**src/rtl/rhu_pkg.sv**
```systemverilog
package rhu_pkg;

    typedef enum logic [1:0] {
        SRC_RF  = 2'b00,
        SRC_WB  = 2'b01,
        SRC_MEM = 2'b10
    } opnd_src_e;

    // Younger producer wins over the older one.
    function automatic opnd_src_e pick_src(input logic near_hit, input logic far_hit);
        if (near_hit)
            return SRC_MEM;
        else if (far_hit)
            return SRC_WB;
        return SRC_RF;
    endfunction

endpackage

```
**src/rtl/rhu_operand_sel.sv**
```systemverilog
module rhu_operand_sel #(
    parameter int unsigned REG_W = 5
) (
    input  logic [REG_W-1:0]    src,
    input  logic [REG_W-1:0]    near_dst,
    input  logic                near_wen,
    input  logic                near_load,
    input  logic [REG_W-1:0]    far_dst,
    input  logic                far_wen,
    output rhu_pkg::opnd_src_e  sel
);
    localparam logic [REG_W-1:0] ZERO_REG = '0;

    logic src_live;
    logic near_hit;
    logic far_hit;

    always_comb begin
        src_live = (src != ZERO_REG);
        // A load in the near slot has no data yet; the interlock keeps that case away.
        near_hit = src_live && near_wen && !near_load && (near_dst == src);
        far_hit  = src_live && far_wen && (far_dst == src);
        sel      = rhu_pkg::pick_src(near_hit, far_hit);
    end

endmodule

```
**src/rtl/rhu_load_detect.sv**
```systemverilog
module rhu_load_detect #(
    parameter int unsigned REG_W = 5,
    parameter int unsigned N_SRC = 2
) (
    input  logic [N_SRC-1:0][REG_W-1:0] srcs,
    input  logic [REG_W-1:0]            ld_dst,
    input  logic                        ld_wen,
    input  logic                        ld_flag,
    output logic                        use_stall
);
    localparam logic [REG_W-1:0] ZERO_REG = '0;

    logic [N_SRC-1:0] hit;
    logic             producer_live;

    assign producer_live = ld_flag && ld_wen && (ld_dst != ZERO_REG);

    for (genvar i = 0; i < N_SRC; i++) begin : g_src
        assign hit[i] = producer_live && (srcs[i] == ld_dst);
    end

    assign use_stall = |hit;

endmodule

```
**src/rtl/raw_hazard_unit.sv**
```systemverilog
module raw_hazard_unit #(
    parameter int unsigned REG_W     = 5,
    parameter bit          EARLY_SEL = 1'b0
) (
    input  logic             clk,
    input  logic             rst,
    input  logic [REG_W-1:0] dec_src1,
    input  logic [REG_W-1:0] dec_src2,
    input  logic [REG_W-1:0] exe_src1,
    input  logic [REG_W-1:0] exe_src2,
    input  logic [REG_W-1:0] ie_dst,
    input  logic             ie_wen,
    input  logic             ie_load,
    input  logic [REG_W-1:0] em_dst,
    input  logic             em_wen,
    input  logic             em_load,
    input  logic [REG_W-1:0] mw_dst,
    input  logic             mw_wen,
    output logic [1:0]       opa_sel,
    output logic [1:0]       opb_sel,
    output logic             pc_hold,
    output logic             fd_hold,
    output logic             ie_bubble
);
    import rhu_pkg::*;

    localparam int unsigned N_OPND = 2;

    logic [N_OPND-1:0][REG_W-1:0] dec_src_a;
    logic [N_OPND-1:0][REG_W-1:0] exe_src_a;
    opnd_src_e                    sel_a [N_OPND];
    logic                         load_use;

    assign dec_src_a = {dec_src2, dec_src1};
    assign exe_src_a = {exe_src2, exe_src1};

    rhu_load_detect #(
        .REG_W (REG_W),
        .N_SRC (N_OPND)
    ) u_load_detect (
        .srcs      (dec_src_a),
        .ld_dst    (ie_dst),
        .ld_wen    (ie_wen),
        .ld_flag   (ie_load),
        .use_stall (load_use)
    );

    if (EARLY_SEL) begin : g_early
        // Decode compares against the slots its instruction will meet next cycle.
        opnd_src_e sel_nxt [N_OPND];
        opnd_src_e sel_q   [N_OPND];
        logic      unused_late;

        assign unused_late = ^{exe_src_a, em_load, mw_dst, mw_wen};

        for (genvar i = 0; i < N_OPND; i++) begin : g_opnd
            rhu_operand_sel #(.REG_W(REG_W)) u_sel (
                .src       (dec_src_a[i]),
                .near_dst  (ie_dst),
                .near_wen  (ie_wen),
                .near_load (ie_load),
                .far_dst   (em_dst),
                .far_wen   (em_wen),
                .sel       (sel_nxt[i])
            );

            always_ff @(posedge clk) begin
                if (rst || load_use)
                    sel_q[i] <= SRC_RF;
                else
                    sel_q[i] <= sel_nxt[i];
            end

            assign sel_a[i] = sel_q[i];
        end
    end else begin : g_late
        logic unused_clk;

        assign unused_clk = ^{clk, rst};

        for (genvar i = 0; i < N_OPND; i++) begin : g_opnd
            rhu_operand_sel #(.REG_W(REG_W)) u_sel (
                .src       (exe_src_a[i]),
                .near_dst  (em_dst),
                .near_wen  (em_wen),
                .near_load (em_load),
                .far_dst   (mw_dst),
                .far_wen   (mw_wen),
                .sel       (sel_a[i])
            );
        end
    end

    assign opa_sel   = sel_a[0];
    assign opb_sel   = sel_a[1];
    assign pc_hold   = load_use;
    assign fd_hold   = load_use;
    assign ie_bubble = load_use;

endmodule

```
**config.mk**
```make
export PLATFORM = sky130hd
export DESIGN_NAME = raw_hazard_unit
export DESIGN_NICKNAME = d
export VERILOG_FILES = /design/src/rtl/rhu_pkg.sv /design/src/rtl/rhu_operand_sel.sv /design/src/rtl/rhu_load_detect.sv /design/src/rtl/raw_hazard_unit.sv
export SDC_FILE = /design/constraint.sdc
export NUM_CORES = 1
export LEC_CHECK = 0
export BUFFER_PORTS_ARGS = -buffer_cell sky130_fd_sc_hd__buf_2
export CAP_MARGIN = 20
export CORE_AREA = 10 10 47 49
export DETAILED_ROUTE_END_ITERATION = 10
export DIE_AREA = 0 0 57 59
export PLACE_DENSITY_LB_ADDON = 0.25
export SETUP_SLACK_MARGIN = 0.5
export SKIP_LAST_GASP = 1
export SLEW_MARGIN = 20
export SYNTH_ARGS = -nofsm -noshare
export SYNTH_HDL_FRONTEND = slang
export SYNTH_HIERARCHICAL = 1
export SYNTH_SLANG_ARGS = --single-unit
```
**constraint.sdc**
```tcl
create_clock -name vclk -period 3.35
set_clock_uncertainty 0.05 [all_clocks]
set_input_delay 0.5025 -clock vclk [all_inputs]
set_output_delay 0.5025 -clock vclk [all_outputs]
set_load 0.02 [all_outputs]
```
==> results of run 1 <==
-- final cells by class --
type                       instances  share of cell area, %
multi-input combinational         53                   62.6
tap                               16                   2.93
timing repair buffer              47                   34.4
-- worst max path at each step --
stage / from / end / slack, ps / cells past startpoint
final: exe_src2[3] / opb_sel[0] / 980 / 6
after detailed placement: exe_src2[3] / opb_sel[0] / 970 / 6
after global placement: exe_src2[3] / opb_sel[0] / 960 / 6
after floorplan: exe_src1[3] / opa_sel[0] / 1020 / 4
after CTS: exe_src1[3] / opa_sel[0] / 970 / 6
after global routing: exe_src2[3] / opb_sel[0] / 910 / 6
-- cells in the mapped netlist --
cell and count:
sky130_fd_sc_hd__xnor2_1 24, sky130_fd_sc_hd__xor2_1 6, sky130_fd_sc_hd__nand4_1 4, sky130_fd_sc_hd__or4_1 3
sky130_fd_sc_hd__buf_4 2, sky130_fd_sc_hd__nand2_1 2, sky130_fd_sc_hd__nand3_1 2, sky130_fd_sc_hd__nand3b_1 2
sky130_fd_sc_hd__nor2_2 2, sky130_fd_sc_hd__nor3_1 2, sky130_fd_sc_hd__nor3_2 2, sky130_fd_sc_hd__nor4_2 2
sky130_fd_sc_hd__a21oi_1 1, sky130_fd_sc_hd__o211ai_2 1
-- power by group --
part | leakage [uW] | internal [uW] | total (uW) | switching [uW]
Combinational | 0.000299 | 43.5 | 80.0 | 36.4
Clock | 0 | 0 | 0 | 0
Sequential | 0 | 0 | 0 | 0
Total | 0.000299 | 43.5 | 80.0 | 36.4
-- kinds of logic (layout without fill, tap and decap cells) --
logic type | after synthesis | after routing | synth area share [%]
and+or+nand+nor | 21 | 21 | 33.3
AOI/OAI and AO/OA | 2 | 2 | 3.95
buffers and inverters | 2 | 47 | 3.39
xor gates and xnor gates | 30 | 30 | 59.3
-- per-stage QoR --
step / setup WS [ps] / power [uW] / hold WS (ps) / cell area [sq um] / cells
2_1_floorplan: 1020 / 40.4 / 1080 / 443 / 55
3_3_place_gp: 961 / 79.2 / 1310 / 683 / 116
3_5_place_dp: 968 / 81.0 / 1320 / 683 / 116
4_1_cts: 971 / 81.2 / 1320 / 683 / 116
5_1_grt: 905 / 88.1 / 1350 / 683 / 116
6_report: 979 / 80.0 / 1310 / 683 / 116
-- metal layers --
layer	GRT usage [%]	vias to the layer above	share of wire, %
met1	8.27	246	39
li1	-	284	-
met2	16.3	32	50
met5	0	-	0
met4	0	0	0
met3	3.43	0	11
==> results.json, run 1 <==
{
  "post_cts_buffers": 0,
  "critPathBufInv": 2,
  "whs_path_depth": 4,
  "die_area_sq_um": 3360,
  "startpoint_type": "input port",
  "report.final.hold_viol_count": 0,
  "core.rowCount": 14,
  "drt_pass1_iterations": 2,
  "grt_util_all_layers_pct": 8.24,
  "routed_via_density": 4.84,
  "max_slew_margin_pct": 86.4,
  "die_x_um": 57,
  "boundaryPins": 49,
  "core_sq_um": 1400,
  "power_density_nw_per_um2": 117,
  "grt_start_max_net_pins": 4,
  "vdd_ir_max_v": 0.0000472,
  "grt_first_pass_wirelength_um": 2460,
  "worst_hold_path.endpoint": "fd_hold",
  "postSynthNetCount": 97,
  "seq_cells": 0,
  "fillers": 143,
  "run_status": "completed",
  "floorplan.initialDensity_pct": 31.6,
  "multi_input_area_sq_um": 428,
  "worst_ep_required_time_ps": 2800,
  "critPathArrivalTime_ps": 1820,
  "synth_top_cells_by_area": "sky130_fd_sc_hd__xnor2_1, sky130_fd_sc_hd__xor2_1, sky130_fd_sc_hd__nand4_1",
  "finish.net_count": 144,
  "cp_common_cell": "sky130_fd_sc_hd__buf_2",
  "post_drt_wl_per_cell_um": 13.6,
  "cp_max_fo": 3,
  "final-seq-area_sq_um": 0,
  "mostFrequentLayoutCell": "sky130_fd_sc_hd__buf_2",
  "period_share_pct": 70.8,
  "rsz_0062_raised_after_global_routing": "false",
  "synth_largest_area_cell": "sky130_fd_sc_hd__xnor2_1",
  "syn_area_per_cell_sq_um": 8.05,
  "antenna_cells_inserted": 0,
  "syn_to_final_growth_pct": 54.2,
  "synth.distinct_cells": 14,
  "drt_first_iter_violations": 2,
  "tightest_slew_ps": 203,
  "path_class": "input port to output pin",
  "clock_buffers": 0,
  "area_of_the_mapped_netlist_sq_um": 443,
  "cts_resized": 0,
  "layout_min_cycle_time_ps": 2370,
  "netlist_instances": 55,
  "overall_via_count_from_detail_route": 562,
  "drt-total-wl_um": 1580,
  "buffer_ports.inserted": 47,
  "layout-drive-gt1-share_pct": 54.0,
  "chipHeight_um": 59,
  "yosysWarnings": 6,
  "hold_start": "ie_load",
  "slowest_cell_on_the_critical_path": "sky130_fd_sc_hd__or4_1",
  "place_congestion": 0.710,
  "worstPathCellList": "buf_2 -> or4_1 -> nor2_2 -> nor3_2 -> nor4_2 -> buf_2",
  "antenna_violating_nets_remaining": 0,
  "maxCapViolations": 0,
  "setup_tns_ps": 0,
  "power.leakage_uw": 0.000299,
  "drt_drc_violations_left": 0,
  "maxClockFrequency_ghz": 0.422,
  "cts_hold_repair.buffers": 0,
  "finalCoreUtilization_pct": 48.8,
  "grt_pass1_vias": 654,
  "critical_path.endpoint_type": "output pin",
  "hp-class": "input port to output pin",
  "yosysTopAreaCellShare_pct": 47.5,
  "slowest_delay_ps": 530,
  "antenna_found_initial": 0,
  "slew_violations": 0,
  "dp.final_hpwl_um": 1530,
  "most-common-layout-cells": "sky130_fd_sc_hd__buf_2, sky130_fd_sc_hd__xnor2_1, sky130_fd_sc_hd__xor2_1",
  "synth-seq-area-share_pct": 0,
  "timing.final.setup_violations": 0,
  "critPathTopFamily": "simple AND/OR/NAND/NOR gates",
  "grt_overflow": 0
}
Note: power is estimated with default switching activity, not from simulation.
==> run 2: changes to the inputs <==
--- a/config.mk
+++ b/config.mk
@@ -7,9 +7,9 @@
 export LEC_CHECK = 0
 export BUFFER_PORTS_ARGS = -buffer_cell sky130_fd_sc_hd__buf_2
 export CAP_MARGIN = 20
-export CORE_AREA = 10 10 47 49
+export CORE_MARGIN = 10
+export CORE_UTILIZATION = 33
 export DETAILED_ROUTE_END_ITERATION = 10
-export DIE_AREA = 0 0 57 59
 export PLACE_DENSITY_LB_ADDON = 0.25
 export SETUP_SLACK_MARGIN = 0.5
 export SKIP_LAST_GASP = 1
==> constraint.sdc (replaced) <==
create_clock -name vclk -period 2.1
set_clock_uncertainty 0.05 [all_clocks]
set_input_delay 0.315 -clock vclk [all_inputs]
set_output_delay 0.315 -clock vclk [all_outputs]
set_load 0.02 [all_outputs]
==> results.json, run 2 (synthesis results as in run 1) <==
{
  "net-switching-power_uw": 70.6,
  "preCtsSetupSlack_ps": 104,
  "tightest_slew_ps": 217,
  "report.final.hold_viol_count": 0,
  "seq_cells": 0,
  "antenna_found_initial": 0,
  "core.rowCount": 13,
  "drt-total-wl_um": 1890,
  "fillers": 100,
  "slew_violations": 0,
  "rsz_0062_raised_after_global_routing": "true",
  "period_share_pct": 89.7,
  "die_x_um": 56.6,
  "worst_hold_slack_ps": 931,
  "syn_to_final_growth_pct": 106,
  "maxClockFrequency_ghz": 0.531,
  "layout_min_cycle_time_ps": 1880,
  "core_sq_um": 1280,
  "vdd_ir_max_v": 0.0000942,
  "drt_pass1_iterations": 2,
  "layout-drive-gt1-share_pct": 63.0,
  "grt_overflow": 0,
  "internal_power_uw": 93.1,
  "power_density_nw_per_um2": 180,
  "die_area_sq_um": 3210,
  "grt_start_max_net_pins": 4,
  "critPathArrivalTime_ps": 1520,
  "post_drt_wl_per_cell_um": 15.4,
  "drt_first_iter_violations": 3,
  "finish.net_count": 152,
  "buffer_ports.inserted": 47,
  "path_class": "input port to output pin",
  "overall_via_count_from_detail_route": 593,
  "startpoint_type": "input port",
  "cp_max_fo": 2,
  "run_status": "completed",
  "timing.final.setup_violations": 0,
  "boundaryPins": 49,
  "maxCapViolations": 0,
  "place_congestion": 0.753,
  "power.leakage_uw": 0.000385,
  "critical_path.endpoint_type": "output pin",
  "final-seq-area_sq_um": 0,
  "max_slew_margin_pct": 85.5,
  "floorplan.initialDensity_pct": 34.5,
  "p_seq_share_pct": 0,
  "worst_case_setup_margin_in_the_final_layout_ps": 216,
  "grt_first_pass_wirelength_um": 3040,
  "grt_pass1_vias": 684,
  "antenna_cells_inserted": 0,
  "antenna_violating_nets_remaining": 0,
  "p_sw_share_pct": 43.1,
  "clock_buffers": 0,
  "dp.final_hpwl_um": 1570,
  "cts_hold_repair.buffers": 0,
  "setup_tns_ps": 0,
  "drt_drc_violations_left": 0,
  "grt_util_all_layers_pct": 11.0,
  "power.share.clock_pct": 0,
  "routed_via_density": 4.82,
  "hp-class": "input port to output pin",
  "most-common-layout-cells": "sky130_fd_sc_hd__buf_2, sky130_fd_sc_hd__xnor2_1, sky130_fd_sc_hd__buf_4",
  "chipHeight_um": 56.6,
  "combPwrFrac_pct": 100.0,
  "mostFrequentLayoutCell": "sky130_fd_sc_hd__buf_2",
  "worst_ep_required_time_ps": 1740
}
## run 2: cell count changes in the layout (fill, tap and decap cells not counted), sizes merged
cell | previous run | this run
buf | 47 | 55
## run 2: stage by stage
| stage | power [uW] | instance area, sq um | util, % | cells |
|---|---|---|---|---|
| detailed placement | 139 | 744 | 57.9 | 115 |
| finish | 164 | 911 | 70.9 | 123 |
| CTS | 157 | 882 | 68.6 | 122 |
| floorplan | 73.5 | 513 | - | 55 |
| global route | 176 | 911 | 70.9 | 123 |
| global placement | 135 | 744 | 57.9 | 115 |
## run 2: final cells by class
class | count | area (sq um) | share of cell area [%]
repair buffers | 55 | 387 | 42.4
well taps | 15 | 18.8 | 2.06
multi-input cells | 53 | 505 | 55.5
## run 2: power by group through the flow
stage | registers [uW] | logic (uW) | clock network (uW)
6_report | 0 | 164 | 0
2_1_floorplan | 0 | 73.5 | 0
4_1_cts | 0 | 157 | 0
3_3_place_gp | 0 | 135 | 0
3_5_place_dp | 0 | 139 | 0
5_1_grt | 0 | 176 | 0
## run 2: final timing paths
check	startpoint	cells past startpoint	endpoint	slack (ps)
setup / recovery	exe_src1[1]	6	opa_sel[0]	220
hold / removal	ie_load	4	ie_bubble	930
## run 2: repair_timing
action	CTS	global route
endpoints found under the hold margin	0	0
buffers inserted	7	1
gates resized for setup	27	4
pin swaps	6	8
endpoints found under the setup margin	7	7
## run 2: worst max-delay path, cell delays in order
cell	delay (ps)
sky130_fd_sc_hd__buf_8	100
sky130_fd_sc_hd__or4_4	540
sky130_fd_sc_hd__nor2_4	130
sky130_fd_sc_hd__nor3_4	60
sky130_fd_sc_hd__nor4_4	200
sky130_fd_sc_hd__buf_4	180
## run 2: routing by layer
metal / global-route usage, % / wire length (um) / share of wire [%] / up-vias
met2: 22.1 / 1040 / 55 / 26
met1: 11.5 / 690 / 37 / 268
met3: 2.70 / 157 / 8.3 / 0
li1: - / - / - / 299
met4: 0 / 0 / 0 / 0
met5: 0 / 0 / 0 / -
==> run 3: changes to the inputs <==
--- a/config.mk
+++ b/config.mk
@@ -11,6 +11,7 @@
 export CORE_UTILIZATION = 33
 export DETAILED_ROUTE_END_ITERATION = 10
 export PLACE_DENSITY_LB_ADDON = 0.25
+export REMOVE_ABC_BUFFERS = 1
 export SETUP_SLACK_MARGIN = 0.5
 export SKIP_LAST_GASP = 1
 export SLEW_MARGIN = 20
==> results.json, run 3 (synthesis results as in run 1) <==
{
  "buffer_ports.inserted": 47,
  "boundaryPins": 49,
  "maxCapViolations": 0,
  "whs_path_depth": 4,
  "worst_case_setup_margin_in_the_final_layout_ps": 176,
  "finalPower_uw": 156,
  "preCtsSetupSlack_ps": 68.8,
  "rsz_0062_raised_after_global_routing": "true",
  "finish.net_count": 152,
  "syn_to_final_growth_pct": 97.5,
  "dp_cells": 115,
  "chipHeight_um": 56.6,
  "slowest_delay_ps": 530,
  "maxClockFrequency_ghz": 0.520,
  "run_status": "completed",
  "drt_pass1_iterations": 3,
  "worstSetupStartpoint": "exe_src2[1]",
  "hp-class": "input port to output pin",
  "drt-total-wl_um": 1840,
  "clock_buffers": 0,
  "seq_cells": 0,
  "place_congestion": 0.743,
  "report.final.hold_viol_count": 0,
  "hold_start": "ie_load",
  "layout-drive-gt1-share_pct": 62.0,
  "setup_tns_ps": 0,
  "power_density_nw_per_um2": 179,
  "antenna_cells_inserted": 0,
  "worst_ep_required_time_ps": 1740,
  "die_area_sq_um": 3210,
  "tightest_slew_ps": 225,
  "mostFrequentLayoutCell": "sky130_fd_sc_hd__buf_2",
  "antenna_found_initial": 0,
  "grt_first_pass_wirelength_um": 2940,
  "power.leakage_uw": 0.000373,
  "grt_util_all_layers_pct": 10.7,
  "antenna_violating_nets_remaining": 0,
  "critPathTopFamily": "simple AND/OR/NAND/NOR gates",
  "stdcell_count": 123,
  "dp.final_hpwl_um": 1530,
  "max_slew_margin_pct": 84.9,
  "critical_path.endpoint_type": "output pin",
  "critPathBufInv": 2,
  "grt_pass1_vias": 642,
  "critPathArrivalTime_ps": 1560,
  "slew_violations": 0,
  "most-common-layout-cells": "sky130_fd_sc_hd__buf_2, sky130_fd_sc_hd__xnor2_1, sky130_fd_sc_hd__buf_4",
  "path_class": "input port to output pin",
  "floorplan.initialDensity_pct": 34.5,
  "die_x_um": 56.6,
  "layout_min_cycle_time_ps": 1920,
  "core.rowCount": 13,
  "period_share_pct": 91.6,
  "cp_max_fo": 2,
  "worst_hold_path.endpoint": "ie_bubble",
  "vdd_ir_max_v": 0.000103,
  "timing.final.setup_violations": 0,
  "post_drt_wl_per_cell_um": 15.0,
  "startpoint_type": "input port",
  "drt_first_iter_violations": 2,
  "worstPathCellList": "buf_8 -> or4_4 -> nor2_4 -> nor3_2 -> nor4_2 -> buf_4",
  "final-seq-area_sq_um": 0,
  "drt_drc_violations_left": 0,
  "routed_via_density": 4.83,
  "overall_via_count_from_detail_route": 594,
  "grt_overflow": 0,
  "core_sq_um": 1280,
  "grt_start_max_net_pins": 4,
  "slowest_cell_on_the_critical_path": "sky130_fd_sc_hd__or4_4"
}
[run 3: worst max path at each step]
stage                  to  slack [ps]  depth (start not counted)
6_report       opb_sel[0]         180                          6
2_1_floorplan     fd_hold         100                          4
3_5_place_dp   opb_sel[0]          70                          6
5_1_grt        opb_sel[0]         130                          6
4_1_cts        opb_sel[0]         130                          6
3_3_place_gp   opb_sel[0]          90                          6
[run 3: layer usage]
metal	up-vias	wire (um)	global-route usage (%)	part of all wire (%)
met3	0	170	3.37	9.2
met1	262	653	11.2	35
met4	0	0	0	0
met5	-	0	0	0
li1	304	-	-	-
met2	28	1020	20.8	55
[run 3: layout make-up]
type	instances	area [sq um]
repair buffers	55	398
fillers	105	410
multi-input cells	53	458
well taps	15	18.8
[run 3: power breakdown]
part           internal [uW]  switching, uW  total [uW]
Combinational           91.5           64.8         156
Clock                      0              0           0
Sequential                 0              0           0
[run 3: stage by stage]
step | hold slack, ps | util, % | cell area (sq um)
after floorplan | 700 | - | 428
after global placement | 926 | 53.1 | 682
after detailed placement | 936 | 53.1 | 682
after CTS | 919 | 64.9 | 835
after global routing | 936 | 68.1 | 875
final | 924 | 68.1 | 875
[run 3: what timing repair did]
item,in CTS,in global routing
gates resized for setup,30,8
buffers inserted,7,1
hold buffers,0,0
setup endpoints to repair,7,7
pin swaps,10,12
